File: config.mk
export PLATFORM = sky130hd
export DESIGN_NAME = scoreboard_ctrl
export DESIGN_NICKNAME = d
export VERILOG_FILES = /design/src/rtl/sb_pkg.sv /design/src/rtl/sb_tables.sv /design/src/rtl/sb_ctrl.sv /design/src/rtl/scoreboard_ctrl.sv
export SDC_FILE = /design/constraint.sdc
export NUM_CORES = 1
export LEC_CHECK = 0
export BUFFER_PORTS_ARGS = -buffer_cell sky130_fd_sc_hd__buf_2
export CORE_UTILIZATION = 23
export CTS_CLUSTER_SIZE = 14
export DETAILED_ROUTE_END_ITERATION = 10
export PLACE_DENSITY = 0.4
export RECOVER_POWER = 100
export SKIP_LAST_GASP = 1
export SLEW_MARGIN = 20
export SYNTH_ARGS = -nofsm -noshare
export SYNTH_HDL_FRONTEND = slang
export SYNTH_HIERARCHICAL = 1
export SYNTH_SLANG_ARGS = --single-unit
File: constraint.sdc
create_clock -name clk -period 3.5 [get_ports clk]
set_clock_uncertainty 0.15 [all_clocks]
set_input_delay 0.35 -clock clk [delete_from_list [all_inputs] [get_ports clk]]
set_output_delay 0.35 -clock clk [all_outputs]
set_load 0.02 [all_outputs]
File: src/rtl/sb_pkg.sv
package sb_pkg;
  parameter int SB_REGS  = 8;
  parameter int SB_UNITS = 4;
  localparam int RW = $clog2(SB_REGS);
  localparam int UW = $clog2(SB_UNITS);

  typedef logic [RW-1:0] regIdx_t;
  typedef logic [UW-1:0] unitIdx_t;

  // Per-unit status entry
  typedef struct packed {
    logic     busy;
    logic     readDone;
    logic     execDone;
    regIdx_t  fi;
    regIdx_t  fj;
    regIdx_t  fk;
    unitIdx_t qj;
    unitIdx_t qk;
    logic     qjPend;
    logic     qkPend;
    logic     rj;
    logic     rk;
  } unitStat_t;

  // Per-register pending writer
  typedef struct packed {
    logic     pend;
    unitIdx_t unit;
  } regProd_t;

  // Control-to-datapath strobes
  typedef struct packed {
    logic                issueEn;
    unitIdx_t            issueUnit;
    logic [SB_UNITS-1:0] readEn;
    logic [SB_UNITS-1:0] writeEn;
  } ctrlStrobe_t;
endpackage

File: src/rtl/sb_tables.sv
module sb_tables
  import sb_pkg::*;
(
  input  logic                clk,
  input  logic                rst,
  input  ctrlStrobe_t         strobe,
  input  regIdx_t             inDst,
  input  regIdx_t             inSrcA,
  input  regIdx_t             inSrcB,
  input  logic [SB_UNITS-1:0] doneIn,
  output unitStat_t           unitStat [SB_UNITS],
  output regProd_t            regProd  [SB_REGS]
);
  unitIdx_t wrIdx;
  logic     wrAny;
  logic     srcAPend;
  logic     srcBPend;

  always_comb begin
    wrAny = |strobe.writeEn;
    wrIdx = '0;
    for (int u = 0; u < SB_UNITS; u++) begin
      if (strobe.writeEn[u]) wrIdx = unitIdx_t'(u);
    end
  end

  // A producer writing in the acceptance cycle no longer blocks the source
  always_comb begin
    srcAPend = regProd[inSrcA].pend && !(wrAny && regProd[inSrcA].unit == wrIdx);
    srcBPend = regProd[inSrcB].pend && !(wrAny && regProd[inSrcB].unit == wrIdx);
  end

  always_ff @(posedge clk) begin
    if (rst) begin
      for (int u = 0; u < SB_UNITS; u++) unitStat[u] <= '0;
      for (int r = 0; r < SB_REGS; r++) regProd[r] <= '0;
    end else begin
      for (int u = 0; u < SB_UNITS; u++) begin
        if (doneIn[u] && unitStat[u].busy && unitStat[u].readDone && !strobe.writeEn[u])
          unitStat[u].execDone <= 1'b1;
        if (strobe.writeEn[u]) begin
          unitStat[u].busy     <= 1'b0;
          unitStat[u].execDone <= 1'b0;
          regProd[unitStat[u].fi].pend <= 1'b0;
        end
        if (wrAny && unitStat[u].qjPend && unitStat[u].qj == wrIdx) begin
          unitStat[u].qjPend <= 1'b0;
          unitStat[u].rj     <= 1'b1;
        end
        if (wrAny && unitStat[u].qkPend && unitStat[u].qk == wrIdx) begin
          unitStat[u].qkPend <= 1'b0;
          unitStat[u].rk     <= 1'b1;
        end
        if (strobe.readEn[u]) begin
          unitStat[u].readDone <= 1'b1;
          unitStat[u].rj       <= 1'b0;
          unitStat[u].rk       <= 1'b0;
        end
      end
      if (strobe.issueEn) begin
        unitStat[strobe.issueUnit] <= '{busy: 1'b1, readDone: 1'b0, execDone: 1'b0,
                                        fi: inDst, fj: inSrcA, fk: inSrcB,
                                        qj: regProd[inSrcA].unit, qk: regProd[inSrcB].unit,
                                        qjPend: srcAPend, qkPend: srcBPend,
                                        rj: !srcAPend, rk: !srcBPend};
        regProd[inDst] <= '{pend: 1'b1, unit: strobe.issueUnit};
      end
    end
  end
endmodule

File: src/rtl/sb_ctrl.sv
module sb_ctrl
  import sb_pkg::*;
(
  input  unitStat_t           unitStat [SB_UNITS],
  input  regProd_t            regProd  [SB_REGS],
  input  logic                inValid,
  input  unitIdx_t            inUnit,
  input  regIdx_t             inDst,
  output logic                inReady,
  output ctrlStrobe_t         strobe,
  output logic [SB_UNITS-1:0] readGrant,
  output logic [SB_UNITS-1:0] writeGrant,
  output regIdx_t             writeReg
);
  logic [SB_UNITS-1:0] warBlock;
  logic [SB_UNITS-1:0] writeCand;
  logic                found;

  // Structural and WAW checks gate acceptance
  assign inReady = !unitStat[inUnit].busy && !regProd[inDst].pend;

  for (genvar g = 0; g < SB_UNITS; g++) begin : gUnit
    assign readGrant[g] = unitStat[g].busy && !unitStat[g].readDone &&
                          unitStat[g].rj && unitStat[g].rk;

    // WAR: another unit still holds an unread, ready copy of our destination
    always_comb begin
      warBlock[g] = 1'b0;
      for (int v = 0; v < SB_UNITS; v++) begin
        if (v != g && unitStat[v].busy &&
            ((unitStat[v].rj && unitStat[v].fj == unitStat[g].fi) ||
             (unitStat[v].rk && unitStat[v].fk == unitStat[g].fi)))
          warBlock[g] = 1'b1;
      end
    end

    assign writeCand[g] = unitStat[g].busy && unitStat[g].execDone && !warBlock[g];
  end

  // Fixed priority, lowest unit first
  always_comb begin
    found      = 1'b0;
    writeGrant = '0;
    writeReg   = '0;
    for (int u = 0; u < SB_UNITS; u++) begin
      if (writeCand[u] && !found) begin
        writeGrant[u] = 1'b1;
        writeReg      = unitStat[u].fi;
        found         = 1'b1;
      end
    end
  end

  always_comb begin
    strobe.issueEn   = inValid && inReady;
    strobe.issueUnit = inUnit;
    strobe.readEn    = readGrant;
    strobe.writeEn   = writeGrant;
  end
endmodule

File: src/rtl/scoreboard_ctrl.sv
module scoreboard_ctrl
  import sb_pkg::*;
(
  input  logic                clk,
  input  logic                rst,
  input  logic                inValid,
  output logic                inReady,
  input  logic [UW-1:0]       inUnit,
  input  logic [RW-1:0]       inDst,
  input  logic [RW-1:0]       inSrcA,
  input  logic [RW-1:0]       inSrcB,
  input  logic [SB_UNITS-1:0] doneIn,
  output logic [SB_UNITS-1:0] readGrant,
  output logic [SB_UNITS-1:0] writeGrant,
  output logic [RW-1:0]       writeReg
);
  unitStat_t   unitStat [SB_UNITS];
  regProd_t    regProd  [SB_REGS];
  ctrlStrobe_t strobe;

  sb_ctrl u_ctrl (
    .unitStat   (unitStat),
    .regProd    (regProd),
    .inValid    (inValid),
    .inUnit     (inUnit),
    .inDst      (inDst),
    .inReady    (inReady),
    .strobe     (strobe),
    .readGrant  (readGrant),
    .writeGrant (writeGrant),
    .writeReg   (writeReg)
  );

  sb_tables u_tables (
    .clk      (clk),
    .rst      (rst),
    .strobe   (strobe),
    .inDst    (inDst),
    .inSrcA   (inSrcA),
    .inSrcB   (inSrcB),
    .doneIn   (doneIn),
    .unitStat (unitStat),
    .regProd  (regProd)
  );
endmodule

## After elaboration in Yosys (flattened, before gate mapping)

Cells that the tools add are included.

| cells by class | value |
|---|---|
| magnitude comparators | 14 |
| equal/unequal tests | 34 |
| mux-type cells | 125 |
| bitwise logic cells | 8 |
| reductions and logical operators | 132 |

Operators with widths:

| cell | count |
|---|---|
| $mux 24 | 9 |
| $bwmux 24 | 5 |
| $logic_and 1x1->1 | 99 |
| $bwmux 80 | 1 |
| $mux 80 | 1 |
| $eq 3x3->1 | 24 |
| $mux 1 | 71 |
| $mux 20 | 3 |
| $demux 3 s3 | 5 |
| $mux 3 | 15 |
| $bmux 20 s2 | 1 |
| $demux 20 s2 | 1 |
| $ge 4x4->1 const B | 7 |
| $not 3->4 | 7 |
| $bmux 3 s3 | 3 |
| $eq 2x2->1 | 10 |
| $logic_not 1->1 | 20 |
| $lt 4x1->1 const B | 5 |
| $mux 2 | 10 |
| $logic_or 1x1->1 | 12 |
| $reduce_or 4->1 | 1 |
| $ge 3x3->1 const B | 1 |
| $lt 3x1->1 const B | 1 |
| $not 2->3 | 1 |

| storage, ports and cells | value |
|---|---|
| bits in registers | 104 |
| logic and storage cells | 377 |

## Longest topological paths before layout

| logic depth | value |
|---|---|
| depth in word-level cells | 27 |
| mapped depth | 14 |
| gate-level depth less buffers | 11 |

## Hierarchy

Netlist, hierarchy kept.

Modules (own cells, without submodules):

| module | cells an instance | sequential area each (µm²) | times used | area each (µm²) |
|---|---|---|---|---|
| sb_tables | 575 | 2082.0 | 1 | 4892.2 |
| sb_ctrl | 171 | 0.0 | 1 | 1365.1 |

## Worst setup path before layout

OpenSTA, ideal clock, no wires.

| path | value |
|---|---|
| kind | flip-flop to flip-flop |
| start point | register, netlist name u_tables/unitStat[75] |
| end point | register, netlist name u_tables/unitStat[21] |
| path buffers | 3 |
| setup slack | 199 ps |
| cell stages (with the launch flop) | 14 |
| data arrival time | 3060 ps |
| period minus slack after synthesis | 3301 ps |
| cell sequence | dfxtp_1 > buf_2 > xnor2_1 > nand4_1 > a21boi_1 > nor4_4 > or4_4 > inv_1 > clkbuf_1 > or2_2 > clkbuf_1 > nor3_1 > or3_1 > a311oi_1 |

## Worst setup path in the final report

| path | value |
|---|---|
| start point | register, netlist name u_tables/unitStat[54] |
| end point | output writeGrant[3] |

| on the way | value |
|---|---|
| word-level cells in the longest chain between the ends | 17 |
| elaborated cells between the ends (all ways) | 31 |
| classes of those cells | eq/ne (6); mux (6); reduce/logical (19) |

Ends and longest elaborated chain:

| item | line | RTL |
|---|---|---|
| $eq 3x3->1 (on tied branches) | sb_ctrl.sv:31, sb_ctrl.sv:32 |  |
| $logic_and 1x1->1 (on tied branches) | sb_ctrl.sv:31, sb_ctrl.sv:32 |  |
| $logic_or 1x1->1 | sb_ctrl.sv:31 | `((unitStat[v].rj && unitStat[v].fj == unitStat[g].fi) \|\|` |
| $logic_and 1x1->1 | sb_ctrl.sv:30 | `if (v != g && unitStat[v].busy &&` |
| $mux 1 (2 in series) | sb_ctrl.sv:30 |  |
| $mux 1 (*) | sb_ctrl.sv:30 |  |
| $logic_not 1->1 (*) | sb_ctrl.sv:37 | `assign writeCand[g] = unitStat[g].busy && unitStat[g].execDone && !warBlock[g];` |
| $logic_and 1x1->1 (*) | sb_ctrl.sv:37 |  |
| $logic_and 1x1->1 (*) | sb_ctrl.sv:46 | `if (writeCand[u] && !found) begin` |
| $mux 1 (*) | sb_ctrl.sv:46 |  |
| $logic_not 1->1 | sb_ctrl.sv:46 |  |
| $logic_and 1x1->1 | sb_ctrl.sv:46 |  |
| $mux 1 (*) | sb_ctrl.sv:46 |  |
| $logic_not 1->1 (*) | sb_ctrl.sv:46 |  |
| $logic_and 1x1->1 (*) | sb_ctrl.sv:46 |  |
| $mux 1 (*) | sb_ctrl.sv:46 |  |
| end: declaration | scoreboard_ctrl.sv:14 | `output logic [SB_UNITS-1:0] writeGrant,` |

Every way passes the cells marked *; elsewhere a longest branch is shown, timed or not.

==> qor.csv <==
metric,value,unit
leakage,2.472,nW
H-tree Lvls,3,
Net Sw Power,0.7984,mW
Pre-Repair DR Iteration Count,5,
Seq cells post-synth,104,
Placer Congestion,0.8558,
Switching Share,29.81,%
Worst EP required,3000,ps
final worst path period need,3388,ps
Comb pwr share,14.6,%
part of the power in registers,46.9,%
Area Overhead vs Synth,21.18,%
Unique masters post-synth,61,
Pwr Total,2.678,mW
Root Buffer Master,clkbuf_16,
via count,5830,
Avg Inst Size Synth,8.388,um2
"Largest delay share family, worst path",buffers and inverters,
multiplexer share of the synthesized area,9.178,%
CTS Sinks,104,
cell row count,60,
crit path cell chain,buf_4 -> buf_4 -> xnor2_1 -> nand4_1 -> a21boi_1 -> nor4_4 -> or4_4 -> clkinvlp_4 -> buf_4 -> buf_2,
CTS tree,done,
Internal Power,1.880,mW
placed instance area,7328,um2
worst-path fanout max,10,
drt first-iter violations,494,
Die Footprint,27870,um2
total track usage,17.15,%
Max Fclk,295.1,MHz
power density cells,353.2,nW/um2
Post-route DRC,0,
Slew @ Worst Pin,734.0,ps
ANT cells,0,
yosys warns,6,
Mapped Nets,764,
Max rail drop VDD,0.0001853,V
Worst path slowest cell,or4_4,
largest family of logic cells by synthesized area,simple AND/OR/NAND/NOR gates,
Fill cells,2898,
Slew HR,51.07,%
Worst-path clk slew,80,ps
status,completed,
Final nets,828,
initial antenna violation count,0,
CP endpoint kind,output port,
"EDFF count, synth",0,
CORE AREA,26800,um2
Mapped Cells,746,
final hold viol count,0,
# port buffers,29,
HPWL Detailed,16870,um
RSZ-0062 raised after global routing,yes,
type of the worst min-delay path,in -> reg,
global-route wire length before repair,35810,um
Die Y,166.9,um
routed length per instance,20.32,um
period utilization,96.81,%
Ports,30,
most common cell type on the critical path,buf_4,
utilization after layout,28.29,%
Crit Path Category,reg -> out,
MaxCap Viol Count,0,
startpoint types,flop,
Worst path max stage delay,550,ps
vias in the first global route,5602,
Worst EP arrival,2890,ps
"Setup violations, final",0,
fraction of layout cells with a size suffix above 1,20.98,%
Initial Utilization,23.35,%
Synth Area in Compound Gates,16.90,%
largest net degree at the start of global routing,60,
ys async rst share,0,%
synthesized-area fraction occupied by and/or/nand/nor cells,23.78,%
Final Max Tran Viols,0,
Antenna Nets Post-Route,0,
Skew-Pair Late Insertion Delay,370,ps
xor-xnor portion of the synthesized cell area,10.48,%
total wire length,23490,um
global route overflow,0,
Die Wd,166.9,um
clock share of power,38.5,%
CTS Buffer Depth,2,
reg2reg setup slack,130,ps
most common flop cell mapped by yosys,dfxtp_1,
drt via density,5.043,
Post-Syn Area,6257,um2
sequential share of the synthesized area,33.27,%
worst path bufs/invs,5,
total CTS buffers,9,
setup_tns,0,ps
design area,7582,um2
adder-cell share of the synthesized area,0,%
layout make-up:
cell class | count | area [um2] | area share [%]
clock inverters | 6 | 60.06 | 0.7921
multi-input cells | 561 | 3809 | 50.23
repair buffers | 123 | 925.9 | 12.21
well taps | 341 | 426.7 | 5.627
clock buffers | 10 | 229.0 | 3.020
inverters | 11 | 45.04 | 0.5941
flip-flops and latches | 104 | 2087 | 27.52
through the flow:
stage	hold slack, ps	setup slack, ps	std cells
after floorplan	291.0	198.7	746
after CTS	159.2	11.47	1155
after detailed placement	311.6	-39.82	1139
after global placement	315.4	-51.60	1139
final	169.3	111.8	1156
after global routing	173.1	-53.65	1156
what timing repair did:
item	4_1_cts	5_1_grt
hold buffers	0	0
resized for setup	2	9
buffers inserted	0	1
pin swaps	0	1
endpoints found under the setup margin	5	21
placed cells by master, fill, tap and decap left out, types with 6 or more instances in the layout:
master and n:
nand2_1 125, dfxtp_1 100, xnor2_1 73, a21oi_1 72
buf_4 69, nor2_1 34, nand4_1 29, buf_2 24
nor3b_1 19, mux2i_1 18, nor2b_1 16, a311oi_1 14
clkbuf_1 13, mux4_2 12, buf_12 10, inv_1 10
o32ai_1 10, clkbuf_16 9, o21ai_0 9, o31ai_1 8
nand2b_1 8, a31oi_1 8, nand3_1 7, nor4_1 7
clkbuf_2 7, mux2_2 6, and2_1 6, nand4b_1 6
worst register-to-register path: cells and delay by family, from the launching register on:
kind / cells / cell delay (ps)
flip-flops: 1 / 340
buffers and inverters: 3 / 560
AO/OA/AOI/OAI: 3 / 720
XOR/XNOR: 2 / 270
AND/OR/NAND/NOR: 4 / 1250
registers in the layout, summed over array words and instances (netlist names):
signal and cells:
u_tables/regProd 24, u_tables/unitStat 80
power groups by stage:
stage                     registers (mW)  clock network, mW  logic (mW)
final                               1.26               1.03       0.390
after global routing                1.26               1.12       0.421
after CTS                           1.26               1.07       0.401
after detailed placement            1.28                  0       0.399
after global placement              1.28                  0       0.402
after floorplan                     1.27                  0       0.231
routing by layer:
layer | GRT usage (%) | routed length, um
met1 | 24.18 | 11530
met2 | 26.12 | 10240
met3 | 3.493 | 1263
met4 | 5.032 | 450
met5 | 0 | 0
path summary, 6_finish.rpt:
check / start / to / cells after the start
worst min-delay path: inDst[0] / u_tables/unitStat[34] / 3
worst max register to register: u_tables/unitStat[54] / u_tables/unitStat[21] / 12
worst min register to register: u_tables/unitStat[6] / u_tables/unitStat[6] / 2
worst max-delay path: u_tables/unitStat[54] / writeGrant[3] / 10
logic make-up after synthesis:
group	Yosys count
XOR/XNOR	74
AO/OA/AOI/OAI	161
flip-flops	104
AND/OR/NAND/NOR	287
buffers and inverters	81
multiplexers	39
Yosys cell counts (all sizes together), types with 2 or more instances:
| cell | n | area share (%) |
|---|---|---|
| a211oi | 5 | 0.92 |
| a21boi | 12 | 1.4 |
| a21oi | 72 | 5.8 |
| a311oi | 14 | 2.0 |
| a31oi | 8 | 0.80 |
| a32oi | 2 | 0.28 |
| a41oi | 3 | 0.42 |
| and2 | 9 | 0.90 |
| and4b | 4 | 0.64 |
| buf | 27 | 3.1 |
| clkbuf | 43 | 2.6 |
| dfxtp | 104 | 33 |
| inv | 11 | 0.66 |
| mux2 | 8 | 1.6 |
| mux2i | 18 | 2.9 |
| mux4 | 13 | 4.7 |
| nand2 | 125 | 7.5 |
| nand2b | 8 | 0.80 |
| nand3 | 7 | 0.56 |
| nand4 | 29 | 2.9 |
| nand4b | 6 | 0.84 |
| nor2 | 35 | 2.1 |
| nor2b | 16 | 1.6 |
| nor3 | 3 | 0.24 |
| nor3b | 20 | 2.5 |
| nor4 | 10 | 1.3 |
| nor4b | 4 | 0.56 |
| o21a | 6 | 0.84 |
| o21ai | 10 | 0.80 |
| o22ai | 5 | 0.50 |
| o31ai | 9 | 1.1 |
| o32ai | 10 | 1.4 |
| or2 | 3 | 0.30 |
| or4 | 3 | 0.42 |
| xnor2 | 74 | 10 |
Note: power is estimated with default switching activity, not from simulation.
